## config.mk

```make
export PLATFORM = sky130hd
export DESIGN_NAME = clkpre_top
export DESIGN_NICKNAME = d
export VERILOG_FILES = /design/src/rtl/clkpre_pkg.sv /design/src/rtl/clkpre_rst_sync.sv /design/src/rtl/clkpre_mode.sv /design/src/rtl/clkpre_div.sv /design/src/rtl/clkpre_regs.sv /design/src/rtl/clkpre_top.sv
export SDC_FILE = /design/constraint.sdc
export NUM_CORES = 1
export LEC_CHECK = 0
export BUFFER_PORTS_ARGS = -buffer_cell sky130_fd_sc_hd__buf_2
export CAP_MARGIN = 10
export CELL_PAD_IN_SITES_DETAIL_PLACEMENT = 0
export CELL_PAD_IN_SITES_GLOBAL_PLACEMENT = 1
export CORE_ASPECT_RATIO = 1.25
export CORE_UTILIZATION = 41
export DETAILED_ROUTE_END_ITERATION = 10
export MAX_ROUTING_LAYER = met4
export PLACE_DENSITY_LB_ADDON = 0.1
export REMOVE_ABC_BUFFERS = 1
export SYNTH_ARGS = -nofsm -noshare
export SYNTH_HDL_FRONTEND = slang
export SYNTH_HIERARCHICAL = 1
export SYNTH_SLANG_ARGS = --single-unit
```

## constraint.sdc

```tcl
create_clock -name clk -period 2.2 [get_ports clk]
set_input_delay 0.22 -clock clk [delete_from_list [all_inputs] [get_ports clk]]
set_output_delay 0.22 -clock clk [all_outputs]
set_load 0.005 [all_outputs]
```

## src/rtl/clkpre_pkg.sv

```systemverilog
`timescale 1ns/1ps
package clkpre_pkg;
  typedef enum logic [1:0] {
    PM_ACTIVE = 2'b00,
    PM_SUBACT = 2'b01,
    PM_WATCH  = 2'b10,
    PM_STOP   = 2'b11
  } pm_e;

  localparam int unsigned DATA_W     = 4;
  localparam int unsigned RATIO_W    = 2;
  localparam int unsigned BASE_SHIFT = 2;
  localparam int unsigned SYS_CNT_W  = BASE_SHIFT + (1 << RATIO_W) - 1;
  localparam int unsigned SUB_CNT_W  = BASE_SHIFT + 1;

  localparam logic [RATIO_W-1:0] CODE_FAST = '0;
  localparam logic [RATIO_W-1:0] CODE_SLOW = '1;
endpackage

```

## src/rtl/clkpre_rst_sync.sv

```systemverilog
`timescale 1ns/1ps
module clkpre_rst_sync #(
  parameter int unsigned STAGES = 2
) (
  input  logic clk,
  input  logic rst_n,
  output logic rst_n_sync
);
  logic [STAGES-1:0] sync_q;

  always_ff @(posedge clk or negedge rst_n) begin
    if (!rst_n) sync_q <= '0;
    else        sync_q <= {sync_q[STAGES-2:0], 1'b1};
  end

  assign rst_n_sync = sync_q[STAGES-1];
endmodule

```

## src/rtl/clkpre_mode.sv

```systemverilog
`timescale 1ns/1ps
module clkpre_mode
  import clkpre_pkg::*;
(
  input  logic       clk,
  input  logic       rst_n,
  input  logic [1:0] pwr_mode,
  output logic [1:0] mode_q,
  output logic       commit,
  output logic       stop_exit,
  output logic       sys_run,
  output logic       sub_run
);
  pm_e cur_q;
  pm_e cur_d;
  pm_e req;

  assign req   = pm_e'(pwr_mode);
  assign cur_d = req;

  always_ff @(posedge clk or negedge rst_n) begin
    if (!rst_n) cur_q <= PM_STOP;
    else        cur_q <= cur_d;
  end

  assign mode_q    = cur_q;
  assign stop_exit = (cur_q == PM_STOP) && (req != PM_STOP);
  assign commit    = ((cur_q == PM_WATCH) || (cur_q == PM_SUBACT)) && (req == PM_ACTIVE);
  assign sys_run   = (cur_q == PM_ACTIVE);
  assign sub_run   = (cur_q == PM_ACTIVE) || (cur_q == PM_SUBACT);
endmodule

```

## src/rtl/clkpre_div.sv

```systemverilog
`timescale 1ns/1ps
module clkpre_div #(
  parameter int unsigned CNT_W = 5
) (
  input  logic             clk,
  input  logic             rst_n,
  input  logic             en,
  input  logic             clr,
  input  logic [CNT_W-1:0] term,
  output logic             tick
);
  logic [CNT_W-1:0] cnt_q;
  logic [CNT_W-1:0] cnt_d;
  logic             at_term;

  assign at_term = (cnt_q == term);

  always_comb begin
    cnt_d = cnt_q;
    if (clr)      cnt_d = '0;
    else if (en)  cnt_d = at_term ? '0 : cnt_q + CNT_W'(1);
  end

  always_ff @(posedge clk or negedge rst_n) begin
    if (!rst_n) cnt_q <= '0;
    else        cnt_q <= cnt_d;
  end

  assign tick = en && !clr && at_term;
endmodule

```

## src/rtl/clkpre_regs.sv

```systemverilog
`timescale 1ns/1ps
module clkpre_regs
  import clkpre_pkg::*;
#(
  parameter int unsigned        ADDR_W   = 6,
  parameter logic [ADDR_W-1:0]  SUB_ADDR = 6'h29,
  parameter logic [ADDR_W-1:0]  SYS_ADDR = 6'h2A
) (
  input  logic               clk,
  input  logic               rst_n,
  input  logic               wr_en,
  input  logic [ADDR_W-1:0]  wr_addr,
  input  logic [DATA_W-1:0]  wr_data,
  input  logic [ADDR_W-1:0]  rd_addr,
  output logic [DATA_W-1:0]  rd_data,
  input  logic               strap_fast,
  input  logic [1:0]         mode_q,
  input  logic               commit,
  input  logic               stop_exit,
  output logic [RATIO_W-1:0] sys_code,
  output logic               sub_sel,
  output logic               sub_change,
  output logic               err_flag
);
  logic [RATIO_W-1:0] stage_q, stage_d;
  logic [RATIO_W-1:0] live_q,  live_d;
  logic [1:0]         aux_q,   aux_d;
  logic               owe_q,   owe_d;
  logic               ssel_q,  ssel_d;
  logic               err_q,   err_d;

  logic               hit_sys;
  logic               hit_sub;
  logic               in_active;
  logic [RATIO_W-1:0] strap_code;

  assign hit_sys    = wr_en && (wr_addr == SYS_ADDR);
  assign hit_sub    = wr_en && (wr_addr == SUB_ADDR);
  assign in_active  = (pm_e'(mode_q) == PM_ACTIVE);
  assign strap_code = strap_fast ? CODE_FAST : CODE_SLOW;

  always_comb begin
    stage_d = stage_q;
    live_d  = live_q;
    aux_d   = aux_q;
    owe_d   = owe_q;
    ssel_d  = ssel_q;
    err_d   = err_q;

    if (stop_exit) begin
      stage_d = strap_code;
      live_d  = strap_code;
      owe_d   = 1'b0;
    end else if (commit) begin
      live_d  = stage_q;
      owe_d   = 1'b0;
    end

    if (hit_sys) begin
      stage_d = wr_data[RATIO_W-1:0];
      aux_d   = wr_data[3:2];
      owe_d   = 1'b1;
    end

    if (hit_sub) begin
      if (in_active) begin
        ssel_d = wr_data[2];
        if (wr_data[3]) err_d = 1'b0;
      end else begin
        err_d = 1'b1;
      end
    end
  end

  always_ff @(posedge clk or negedge rst_n) begin
    if (!rst_n) begin
      stage_q <= CODE_SLOW;
      live_q  <= CODE_SLOW;
      aux_q   <= '0;
      owe_q   <= 1'b0;
      ssel_q  <= 1'b0;
      err_q   <= 1'b0;
    end else begin
      stage_q <= stage_d;
      live_q  <= live_d;
      aux_q   <= aux_d;
      owe_q   <= owe_d;
      ssel_q  <= ssel_d;
      err_q   <= err_d;
    end
  end

  always_comb begin
    rd_data = '0;
    if (rd_addr == SUB_ADDR)      rd_data = {err_q, ssel_q, 1'b0, owe_q};
    else if (rd_addr == SYS_ADDR) rd_data = {aux_q, stage_q};
  end

  assign sys_code   = live_q;
  assign sub_sel    = ssel_q;
  assign sub_change = hit_sub && in_active && (wr_data[2] != ssel_q);
  assign err_flag   = err_q;
endmodule

```

## src/rtl/clkpre_top.sv

```systemverilog
`timescale 1ns/1ps
module clkpre_top
  import clkpre_pkg::*;
#(
  parameter int unsigned       ADDR_W   = 6,
  parameter logic [ADDR_W-1:0] SUB_ADDR = 6'h29,
  parameter logic [ADDR_W-1:0] SYS_ADDR = 6'h2A
) (
  input  logic              clk,
  input  logic              rst_n,
  input  logic              strap_fast,
  input  logic [1:0]        pwr_mode,
  input  logic              sub_tick,
  input  logic              wr_en,
  input  logic [ADDR_W-1:0] wr_addr,
  input  logic [3:0]        wr_data,
  input  logic [ADDR_W-1:0] rd_addr,
  output logic [3:0]        rd_data,
  output logic              sys_ce,
  output logic              sub_ce
);
  logic                 rst_n_s;
  logic [1:0]           mode_q;
  logic                 commit;
  logic                 stop_exit;
  logic                 sys_run;
  logic                 sub_run;
  logic [RATIO_W-1:0]   sys_code;
  logic                 sub_sel;
  logic                 sub_change;
  logic                 err_flag;
  logic [SYS_CNT_W-1:0] sys_term;
  logic [SUB_CNT_W-1:0] sub_term;

  clkpre_rst_sync #(.STAGES(2)) u_rst (
    .clk(clk), .rst_n(rst_n), .rst_n_sync(rst_n_s)
  );

  clkpre_mode u_mode (
    .clk(clk), .rst_n(rst_n_s), .pwr_mode(pwr_mode),
    .mode_q(mode_q), .commit(commit), .stop_exit(stop_exit),
    .sys_run(sys_run), .sub_run(sub_run)
  );

  clkpre_regs #(.ADDR_W(ADDR_W), .SUB_ADDR(SUB_ADDR), .SYS_ADDR(SYS_ADDR)) u_regs (
    .clk(clk), .rst_n(rst_n_s),
    .wr_en(wr_en), .wr_addr(wr_addr), .wr_data(wr_data),
    .rd_addr(rd_addr), .rd_data(rd_data),
    .strap_fast(strap_fast), .mode_q(mode_q),
    .commit(commit), .stop_exit(stop_exit),
    .sys_code(sys_code), .sub_sel(sub_sel),
    .sub_change(sub_change), .err_flag(err_flag)
  );

  assign sys_term = SYS_CNT_W'((32'd1 << (BASE_SHIFT + 32'(sys_code))) - 32'd1);
  assign sub_term = SUB_CNT_W'((32'd1 << (BASE_SHIFT + 32'(sub_sel))) - 32'd1);

  clkpre_div #(.CNT_W(SYS_CNT_W)) u_sys_div (
    .clk(clk), .rst_n(rst_n_s), .en(sys_run),
    .clr(commit || stop_exit), .term(sys_term), .tick(sys_ce)
  );

  clkpre_div #(.CNT_W(SUB_CNT_W)) u_sub_div (
    .clk(clk), .rst_n(rst_n_s), .en(sub_run && sub_tick),
    .clr(sub_change || stop_exit), .term(sub_term), .tick(sub_ce)
  );
endmodule

```

# Word-level counts from Yosys, hierarchy flattened

Cells that the tools add are included.

Flip-flop bits (word level): 21
Input bits: 23
Output and inout port bits: 6
Logic and storage cells: 74

Add/subtract/negate cells: 6
Equality and inequality tests: 12
Shift operators: 2
Multiplexer cells: 18
Reductions and logical operators: 26

Operator list:

| kind                                                               | number |
|---|---|
| 6-bit equality test, second input constant                         | 4 |
| 5-bit two-way mux                                                  | 3 |
| 1-bit logical AND                                                  | 11 |
| 2-bit two-way mux                                                  | 5 |
| 3-bit two-way mux                                                  | 3 |
| 4-bit two-way mux                                                  | 2 |
| 2-bit nonzero test                                                 | 4 |
| 5-bit by 1-bit adder with 5-bit output, second input constant      | 1 |
| 5-bit equality test                                                | 1 |
| 1-bit two-way mux                                                  | 5 |
| 1-bit by 3-bit left shift with 5-bit output, first input constant  | 1 |
| 5-bit by 1-bit subtractor with 5-bit output, second input constant | 1 |
| 2-bit equality test, second input constant                         | 2 |
| 2-bit logical NOT                                                  | 2 |
| 1-bit logical OR                                                   | 4 |
| 2-bit inequality test, second input constant                       | 2 |
| 2-bit AND reduction                                                | 2 |
| 2-bit by 1-bit adder with 3-bit output, first input constant       | 1 |
| 2-bit by 2-bit adder with 3-bit output, first input constant       | 1 |
| 3-bit by 1-bit adder with 3-bit output, second input constant      | 1 |
| 3-bit equality test                                                | 1 |
| 3-bit nonzero test                                                 | 1 |
| 1-bit by 3-bit left shift with 3-bit output, first input constant  | 1 |
| 3-bit by 1-bit subtractor with 3-bit output, second input constant | 1 |
| 3 further kinds                                                    | 4 |

# Logic depth before layout (Yosys ltp)

Gate-level depths: netlist of run 1.

Depth after elaboration: 8
Gate-level depth with buffers: 8
Gate-level depth less buffers: 7

# Modules after synthesis

Netlist of run 1, hierarchy kept.

Modules (own cells, without submodules):

| module                  | times used | cells each | area an instance (um^2) | sequential area each (um^2) |
|---|---|---|---|---|
| clkpre_regs             | 1          | 50         | 534.3                   | 230.2 |
| clkpre_div at u_sys_div | 1          | 39         | 369.1                   | 125.1 |
| clkpre_div at u_sub_div | 1          | 21         | 214.0                   | 75.1 |
| clkpre_mode             | 1          | 10         | 123.9                   | 52.6 |
| clkpre_rst_sync         | 1          | 3          | 53.8                    | 50.0 |
| clkpre_top              | 1          | 7          | 40.0                    | 0.0 |

# Worst setup path after synthesis of run 1

OpenSTA, ideal clock, no wires.

Path kind: reg2reg
From: reg u_mode.cur_q[0], in the netlist u_mode/mode_q[0]
To: reg u_sub_div.cnt_q[2]
Arrival: 1,884 ps
Data required time: 2,118 ps
Setup slack: 234 ps
Cell stages (with the launch flop): 9
Path buffers: 1
Cells stage by stage: dfstp_2 > inv_1 > ha_1 > or2_1 > and2_1 > buf_6 > and3_1 > or3_1 > a31oi_1

Elaborated cells on any way between the ends: 11
Classes of those cells: eq/ne (2); mux (1); reduce/logical (8)

RTL lines:

| item                                | line              | text |
|---|---|---|
| start, declared                     | clkpre_mode.sv:14 | `pm_e cur_q;` |
| start signal, assigned              | clkpre_mode.sv:23 | `else cur_q <= cur_d;` |
| 2-bit logical NOT                   | --                |  |
| via sys_run                         | clkpre_top.sv:26  | `logic sys_run;` |
| 1-bit logical OR                    | clkpre_mode.sv:30 | `assign sub_run = (cur_q == PM_ACTIVE) \|\| (cur_q == PM_SUBACT);` |
| via sub_run                         | clkpre_top.sv:27  | `logic sub_run;` |
| 1-bit logical AND                   | clkpre_top.sv:64  | `.clk(clk), .rst_n(rst_n_s), .en(sub_run && sub_tick),` |
| 2-bit nonzero test (no source line) | --                |  |
| end signal, assigned                | clkpre_div.sv:26  | `else cnt_q <= cnt_d;` |
| end, declared                       | clkpre_div.sv:12  | `logic [CNT_W-1:0] cnt_q;` |

The timed path passes the listed nets, and every way through them passes these cells.
A chain may end at the register's enable or synchronous reset.

# Final worst setup path of run 1

From: reg u_mode.cur_q[0], in the netlist u_mode/mode_q[0]
To: out sys_ce

Longest elaborated chain between the ends: 7
Elaborated cells on any way between the ends: 11
Classes of those cells: eq/ne (3); reduce/logical (8)

RTL lines:

| item                                                                                         | line              | text |
|---|---|---|
| 2-bit equality test / 2-bit by 1-bit equality test with 1-bit output (equally long branches) | clkpre_mode.sv:28 | `assign commit = ((cur_q == PM_WATCH) \|\| (cur_q == PM_SUBACT)) && (req == PM_ACTIVE);` |
| 1-bit logical OR *                                                                           | clkpre_mode.sv:28 |  |
| 1-bit logical AND *                                                                          | clkpre_mode.sv:28 |  |
| via commit                                                                                   | clkpre_top.sv:24  | `logic commit;` |
| 1-bit logical OR *                                                                           | clkpre_top.sv:60  | `.clr(commit \|\| stop_exit), .term(sys_term), .tick(sys_ce)` |
| 1-bit logical NOT *                                                                          | clkpre_div.sv:29  | `assign tick = en && !clr && at_term;` |
| 1-bit logical AND * (2 in a row)                                                             | clkpre_div.sv:29  |  |
| end, declared                                                                                | clkpre_top.sv:19  | `output logic sys_ce,` |

The timed path passes the listed nets; every way through them passes the cells marked *.

==> out/metrics.cfg, run 1 <==
[run_status]
status=complete, no violations

[clock_network]
h-tree-depth=1
cts_made_buffers=3
cts_tree=built
cts_sinks=21
clock_path_buffers=2
clkLatencyLatePin_ns=0.31
path_clk_slew_ns=0.11
clockRootBuffer=clkbuf_4

[drt]
viasPerCell=5.23
ant_nets=0
wl_per_cell_um=12.3
drt-total-wl_um=2490
vias=1061
first_pass_iters=4
post-route-drc-count=0
drt_iter0_drc=20

[placement]
hpwl_um=1910
io_buffers=28
place.gp.congestion=0.738
place_ws_ns=0.203
dpl_cell_area_sq_um=1520

[power_and_ir_drop]
switchingPower_uw=340
p_per_area_nw_per_um2=645
swShare_pct=33.3
power_frac_comb_pct=29.3
p_int_uw=683
ir_worst_vdd_mv=0.314
finalPower_mw=1.02
p_seq_share_pct=52.0
p_clk_share_pct=18.7
leakage_nw=0.758

[yosys]
ys_seq_area_share_pct=39.9
synth_area_sq_um=1340
synth-seq-cells=21
ys_types=44
async_flop_share_pct=100
synth_ff_type=dfrtp_1
yosysWarnings=6
synth_edf_count=0
syn_area_per_cell_sq_um=10.3
synth_cells=130

[worst_setup_path]
crit_path_end_kind=output pin
critical_path_class=reg -> out
max_stage_delay_ns=0.55
crit_path_max_fanout=4
cp-start-kind=flop
cp_data_arrival_time_ns=1.93
cp_cell_sequence=inv_1, ha_1, nor3b_4, or2_4, and4b_1, buf_2
cp_slowest_cell=dfstp_2
critPathRequiredTime_ns=1.98

[sta]
timing_hold_violations_final=0
clock_skew_ns=0.0138
fmax_mhz=464
worst_slack_ns=0.0464
finalCritPeriodShare_pct=97.9
setup_viol=0
min_period_ns=2.15
tns_ns=0
rsz0062_at_grt=true
drv_slew=0
worstMarginPinSlew_ns=0.787
slew-limit-headroom_pct=47.6

[layout]
num-nets-final=196
antennaDiodeCount=0
final_area_sq_um=1590
area_growth_syn_to_layout_pct=18.8
drive_gt1_share_pct=33.5

[global_route]
grt_pass1_vias=1047
grt_pass1_wl_um=4280
antenna_found_initial=0
grtUsageTotal_pct=16.8
grt_max_degree=20
grt_overflow=0

[floorplan]
std_cell_rows=22
die_h_um=65.8
core-area_sq_um=3030
io_pins=29
dieArea_sq_um=3490
die_w_um=53.0
start_util_pct=44.1

[min_path]
hold_path.class=in -> reg

[job]
drv_cap=0

## metrics by stage
step	utilization [%]	hold slack (ns)	cells
after floorplan	-	-0.0756	129
after global placement	50.3	0.00414	196
after detailed placement	50.3	0.00802	196
after CTS	51.9	0.0260	202
after global routing	52.4	0.0325	203
final	52.4	0.0491	203
## what timing repair did
action,CTS,global route
hold buffers,1,0
resized for setup,1,3
buffers inserted,1,1
hold endpoints to repair,2,0
setup endpoints to repair,1,2
pin swaps,0,1
## critical path: cells and delay by family (launching register included)
kind | cells | cell delay [ns]
DFF | 1 | 0.55
adders and majority gates | 1 | 0.28
buffers and inverters | 2 | 0.15
and+or+nand+nor | 3 | 0.66
## placed cells by master, fill, tap and decap left out, types with 3 or more instances in the layout
master	n
xor2_1	7
clkbuf_4	3
dfrtp_1	15
buf_2	28
xnor2_1	3
o21ai_0	5
ha_1	5
nor2_1	9
dfstp_2	6
inv_1	6
a21oi_1	4
a311oi_1	3
nor2b_1	5
buf_4	5
conb_1	5
mux2_4	4
nand3_1	4
a22oi_1	3
and4b_1	3
nand2_1	4
## synthesized netlist by cell type (5+ instances only)
cell	n	share of area (%)
inv_1	7	2.0
xor2_1	7	4.6
dfrtp_1	15	28
nor2b_1	5	2.3
o21ai_0	5	1.9
ha_1	5	4.7
dfstp_2	6	12
nor2_1	9	2.5
## registers in the layout (all words and copies together) (netlist names)
signal	cells
u_regs/owe_q	1
u_mode/mode_q	2
u_rst/sync_q	2
u_sub_div/cnt_q	3
u_regs/sub_sel	1
u_regs/aux_q	2
u_sys_div/cnt_q	5
u_regs/stage_q	2
u_regs/err_flag	1
u_regs/sys_code	2
## final timing paths
| check | start | cells past startpoint | to | slack, ns |
|---|---|---|---|---|
| min | pwr_mode[1] | 1 | u_mode/mode_q[1]$_DFF_PN1_ | 0.05 |
| min reg2reg | u_rst/sync_q[1]$_DFF_PN0_ | 0 | u_sys_div/cnt_q[4]$_DFFE_PN0P_ | 0.34 |
| min in group asynchronous | rst_n | 2 | u_rst/sync_q[0]$_DFF_PN0_ | 0.20 |
| max in group asynchronous | u_rst/sync_q[1]$_DFF_PN0_ | 0 | u_regs/owe_q$_DFFE_PN0P_ | 1.36 |
| max | u_mode/mode_q[0]$_DFF_PN1_ | 6 | sys_ce | 0.05 |
| max reg2reg | u_mode/mode_q[0]$_DFF_PN1_ | 8 | u_sys_div/cnt_q[0]$_DFFE_PN0P_ | 0.15 |
## logic make-up after synthesis
| group | synth area share, % |
|---|---|
| compound gates | 15.4 |
| xor+xnor | 6.56 |
| fa+ha+maj | 4.69 |
| buf+inv | 4.22 |
| flops | 39.9 |
| mux | 6.84 |
| other cells | 0.563 |
| simple gates | 21.8 |
## power groups by stage
stage | Combinational (mW) | Sequential [mW] | Clock [mW]
3_5_place_dp | 0.288 | 0.540 | 0
3_3_place_gp | 0.281 | 0.541 | 0
5_1_grt | 0.340 | 0.546 | 0.215
4_1_cts | 0.294 | 0.534 | 0.199
2_1_floorplan | 0.219 | 0.521 | 0
6_report | 0.300 | 0.531 | 0.191
## final cells by class
type	instances	area [sq um]
repair buffers	34	188
inverters	7	26.3
well taps	36	45.0
flip-flops and latches	21	533
multi-input cells	101	768
clock buffers	4	26.3
fillers	307	1440
## layer usage
metal | wire [um] | up-vias | GRT usage (%) | part of all wire, %
li1 | - | 537 | - | -
met1 | 1210 | 503 | 21.7 | 49
met2 | 1200 | 19 | 27.2 | 48
met3 | 66 | 2 | 2.07 | 2.7
met4 | 14 | 0 | 5.26 | 0.56
met5 | 0 | - | - | 0
(Power assumes the default switching activity.)
==> run 2: changes to the inputs <==
- CORE_UTILIZATION: 41 -> 44
- clock period: 2.2 -> 2.6 ns (I/O delays scaled with it)
==> run 2 against run 1 <==
  * Total power fell by 16%
  * Final cell count fell by 1.5%
  * Largest power group unchanged
  * Core utilization grew 0.82 points
  * Global-route usage rose by 2.5 points
  * Via count is 1.2% higher
  * Setup slack better by 0.21 ns
  * Critical path depth is the same
  * Largest cell class unchanged
  * Final area decreased by 2.1%
  * Register-to-register slack better by 0.37 ns
==> out/metrics.cfg, run 2 (synthesis results as in run 1) <==
[floorplan]
core-area_sq_um=2920
dieArea_sq_um=3260
die_h_um=63.6
start_util_pct=45.8
std_cell_rows=22
io_pins=29
die_w_um=51.3

[sta]
clock_skew_ns=0.00326
fmax_mhz=426
setup_viol=0
finalCritPeriodShare_pct=90.2
rsz0062_at_grt=false
slew-limit-headroom_pct=49.0
worstMarginPinSlew_ns=0.764
timing_hold_violations_final=0
worst_slack_ns=0.255
tns_ns=0
drv_slew=0
min_period_ns=2.34
holdWs_ns=0.0806

[worst_setup_path]
reg2reg_slack_ns=0.52
crit_path_end_kind=output pin
cp_data_arrival_time_ns=2.08
cp_slowest_cell=dfstp_2
cp_num_buf_inv=2
path_delay_family=simple AND/OR/NAND/NOR gates
reg2regPathDepth=7
crit_path_max_fanout=8
max_stage_delay_ns=0.57
timing.rr.end=u_sys_div/cnt_q[0]$_DFFE_PN0P_
critPathRequiredTime_ns=2.34
cp-start-kind=flop
critical_path_class=reg -> out
cp_cell_sequence=inv_1, ha_1, nor3b_2, or2_1, and4b_1, buf_2
r2r-start=u_mode/mode_q[0]$_DFF_PN1_

[clock_network]
h-tree-depth=1
path_clk_slew_ns=0.11
clockRootBuffer=clkbuf_4
cts_made_buffers=3
clock_path_buffers=2
clkLatencyLatePin_ns=0.30
cts_tree=built
ctsResizeCount=0
cts_sinks=21

[placement]
place_ws_ns=0.564
dpl_cell_area_sq_um=1520
io_buffers=28
dp.cells=195
place.gp.congestion=0.801
hpwl_um=2100

[drt]
vias=1074
drt-total-wl_um=2670
ant_nets=0
wl_per_cell_um=13.4
post-route-drc-count=0
first_pass_iters=4
drt_iter0_drc=11
viasPerCell=5.37

[power_and_ir_drop]
p_per_area_nw_per_um2=555
leakage_nw=0.740
ir_worst_vdd_mv=0.258
finalPower_uw=862

[layout]
drive_gt1_share_pct=30.5
largest_registers=u_sys_div/cnt_q: 5 flops, u_sub_div/cnt_q: 3 flops
largest_reg_flops=5
antennaDiodeCount=0
num-nets-final=193
fillers=288
final_cell_mix=buf_2 (28), dfrtp_1 (15), nor2_1 (9), inv_1 (7), xor2_1 (7)
area_growth_syn_to_layout_pct=16.3
final_core_util_pct=53.2
multi_input_area_sq_um=757
final_area_sq_um=1550
seqCellArea_sq_um=533
final_common_cell=buf_2
fin_cells=200
regMostFlops=u_sys_div/cnt_q

[min_path]
hold_path.class=in -> reg
hold_end=u_mode/mode_q[1]$_DFF_PN1_
worstHoldStart=pwr_mode[1]
whs_path_depth=1

[job]
drv_cap=0

[global_route]
grt_pass1_vias=1064
grtUsageTotal_pct=19.3
grt_pass1_wl_um=4570
grt_max_degree=20
antenna_found_initial=0
grt_overflow=0

[run_status]
status=complete, no violations

-- run 2: cell types whose count changed in the layout (fill, tap and decap cells not counted), sizes merged --
cell,before,now
buf,33,30
-- run 2: area by class of cell --
type,count,share of cell area (%)
Multi-Input combinational cell,101,48.8
Sequential cell,21,34.3
Timing Repair Buffer,31,10.6
Tap cell,36,2.90
Clock buffer,4,1.69
Inverter,7,1.69
-- run 2: timing repair --
action	in CTS	in global routing
endpoints found under the hold margin	2	0
hold buffers	1	0
buffers inserted	0	0
-- run 2: power by group --
| group | switching (mW) | internal [mW] | total (mW) |
|---|---|---|---|
| logic | 0.127 | 0.123 | 0.250 |
| clock network | 0.0968 | 0.0597 | 0.157 |
| registers | 0.0667 | 0.389 | 0.456 |
-- run 2: worst register-to-register path: stages (launching register included) --
cell      delay (ns)
dfstp_2         0.57
inv_1           0.05
ha_1            0.26
nor3b_2         0.19
or2_1           0.29
nor3b_1         0.33
o31ai_1         0.14
o311ai_0        0.13
-- run 2: metal layers --
layer	vias up	GRT usage [%]	wire (um)
met5	-	-	0
met4	0	7.77	26
met3	2	3.14	73
met2	20	34.9	1470
met1	521	20.2	1110
li1	531	-	-
-- run 2: worst max-delay path by stage --
| stage | start | to | slack (ns) | depth (start not counted) |
|---|---|---|---|---|
| after floorplan | u_mode/mode_q[0]$_DFF_PN1_ | u_sub_div/cnt_q[2]$_DFFE_PN0P_ | 0.57 | 7 |
| after global placement | u_mode/mode_q[0]$_DFF_PN1_ | sys_ce | 0.62 | 6 |
| after detailed placement | u_mode/mode_q[0]$_DFF_PN1_ | u_sys_div/cnt_q[0]$_DFFE_PN0P_ | 0.56 | 7 |
| after CTS | u_mode/mode_q[0]$_DFF_PN1_ | sys_ce | 0.23 | 6 |
| after global routing | u_mode/mode_q[0]$_DFF_PN1_ | sys_ce | 0.07 | 6 |
| final | u_mode/mode_q[0]$_DFF_PN1_ | sys_ce | 0.26 | 6 |
==> run 3: changes to the inputs <==
- CORE_UTILIZATION: 44 -> 42
- SYNTH_HIERARCHICAL: 1 -> default
==> run 3 against run 2 <==
  * Die area is 9.4% lower
  * First-iteration DRC count is 45% higher
  * Sequential share of layout area is 5.0 points higher
  * Sequential power is 7.9% lower
  * Clock skew is 0.0024 ns higher
  * Highest routed layer unchanged
  * Maximum frequency is 9.5% higher
  * Combinational power is 51% lower
  * Critical endpoint is now sub_ce
==> out/metrics.cfg, run 3 <==
[placement]
hpwl_um=1740
dpl_cell_area_sq_um=1320
place_ws_ns=0.784
io_buffers=28
place.gp.congestion=0.791

[sta]
rsz0062_at_grt=false
drv_slew=0
worstMarginPinSlew_ns=0.768
slew-limit-headroom_pct=48.8
worst_slack_ns=0.458
finalCritPeriodShare_pct=82.4
timing_hold_violations_final=0
holdWs_ns=0.0773
fmax_mhz=467
clock_skew_ns=0.00564
setup_viol=0
tns_ns=0
min_period_ns=2.14

[job]
drv_cap=0

[yosys]
yosys-top-cells-area=dfrtp_1 (33%), dfstp_2 (14%), a21oi_1 (5.7%)
async_flop_share_pct=100
yosysWarnings=0
synth_area_leader_cell=dfrtp_1
ys_seq_area_share_pct=46.4
ys_types=37
syn_area_per_cell_sq_um=9.91
synth_ff_type=dfrtp_1
synth_cells=116
synth-seq-cells=21
synth_top_area_share_pct=32.6
synth_most_common_cell=dfrtp_1
synth_area_sq_um=1150
synthTopCellsByCount=dfrtp_1 (15), a21oi_1 (13), nor2_1 (13), o21ai_0 (9)
synth_edf_count=0

[layout]
regMostFlops=u_sys_div.cnt_q
largest_registers=u_sys_div.cnt_q: 5 flops, u_sub_div.cnt_q: 3 flops
antennaDiodeCount=0
drive_gt1_share_pct=31.1
largest_reg_flops=5
final_cell_mix=buf_2 (28), dfrtp_1 (15), nor2_1 (13), a21oi_1 (13), o21ai_0 (9)
fillers=256
num-nets-final=177
final_common_cell=buf_2
multi_input_area_sq_um=576
final_area_sq_um=1360
seqCellArea_sq_um=533
area_growth_syn_to_layout_pct=18.0

[drt]
vias=935
first_pass_iters=4
drt-total-wl_um=2190
ant_nets=0
viasPerCell=5.17
wl_per_cell_um=12.1
drt_iter0_drc=16
post-route-drc-count=0

[run_status]
status=complete, no violations

[clock_network]
cts_sinks=21
clockRootBuffer=clkbuf_4
path_clk_slew_ns=0.11
cts_post_setup_buffers_inserted=0
h-tree-depth=1
cts_tree=built
clkLatencyLatePin_ns=0.29
clock_path_buffers=2
cts_made_buffers=3

[global_route]
grt_overflow=0
antenna_found_initial=0
grtUsageTotal_pct=17.6
grt_pass1_wl_um=3820
grt_max_degree=20
grt_pass1_vias=865

[worst_setup_path]
crit_path_max_fanout=8
crit_path_end_kind=output pin
critPathRequiredTime_ns=2.34
cp_data_arrival_time_ns=1.88
r2r-start=u_mode.mode_q[0]$_DFF_PN1_
critical_path_class=reg -> out
crit_start=u_mode.mode_q[0]$_DFF_PN1_
cp-start-kind=flop

[power_and_ir_drop]
finalPower_uw=696
leakage_nw=0.621
ir_worst_vdd_mv=0.306
p_per_area_nw_per_um2=513

[min_path]
worstHoldStart=pwr_mode[1]
hold_path.class=in -> reg

[floorplan]
io_pins=29
dieArea_sq_um=2950
core-area_sq_um=2500
start_util_pct=46.0
die_w_um=48.8
die_h_um=60.5
std_cell_rows=20

run 3: cell types whose count changed after synthesis, moves of 3 or more:
cell | before | now
a21oi_1 | 4 | 13
xor2_1 | 7 | 0
mux2_4 | 4 | 0
nand2_1 | 4 | 8
nor2_1 | 9 | 13
nor3_1 | 0 | 4
o21ai_0 | 5 | 9
or2_1 | 4 | 0
a311oi_1 | 3 | 0
and4b_1 | 3 | 0
nand3_1 | 4 | 1
nor2b_1 | 5 | 2
run 3: cells by family after synthesis:
group	count (synthesis)	synth area share (%)
multiplexers	3	2.83
AO/OA/AOI/OAI	35	19.0
adder cells (fa/ha/maj)	5	5.44
other	1	0.326
XOR/XNOR	2	1.52
AND/OR/NAND/NOR	40	20.9
buffers and inverters	9	3.59
flip-flops	21	46.4
run 3: power by group:
part           switching (mW)  internal, mW
sequential             0.0450         0.375
combinational          0.0579        0.0650
clock                  0.0928        0.0596
total                   0.196         0.500
run 3: path summary, 6_finish.rpt:
kind	slack [ns]	cells after the start	end
worst max-delay path	0.46	6	sub_ce
worst max register to register	0.89	5	u_regs.owe_q$_DFFE_PN0P_
max in group asynchronous	1.80	0	u_regs.owe_q$_DFFE_PN0P_
min in group asynchronous	0.27	2	u_rst.sync_q[0]$_DFF_PN0_
worst min-delay path	0.08	1	u_mode.mode_q[1]$_DFF_PN1_
worst min register to register	0.32	0	u_sys_div.cnt_q[1]$_DFFE_PN0P_
run 3: what timing repair did:
item                                    CTS  global route
endpoints found under the setup margin    0             0
resized for setup                         0             0
hold buffers                              1             0
hold endpoints to repair                  2             0
run 3: cell type report:
class / instances / share of cell area (%)
Multi-Input combinational cell: 86 / 42.4
Tap cell: 33 / 3.04
Timing Repair Buffer: 29 / 11.1
Sequential cell: 21 / 39.3
Clock buffer: 4 / 1.94
Inverter: 8 / 2.21
run 3: routing by layer:
layer / up-vias / global-route usage [%] / wire, um
met5: - / - / 0
met2: 16 / 28.8 / 1060
met3: 2 / 1.75 / 74
met4: 0 / 7.56 / 20
li1: 486 / - / -
met1: 431 / 22.5 / 1040
run 3: worst max-delay path, cell delays in order (launching register included):
cell     delay (ns)
dfstp_2        0.57
inv_1          0.04
ha_1           0.27
inv_1          0.22
o31ai_2        0.14
nor3_1         0.20
buf_2          0.14
run 3: through the flow:
step | util (%) | std cells
3_5_place_dp | 52.8 | 176
2_1_floorplan | - | 115
5_1_grt | 54.2 | 181
6_report | 54.2 | 181
3_3_place_gp | 52.8 | 176
4_1_cts | 54.2 | 181
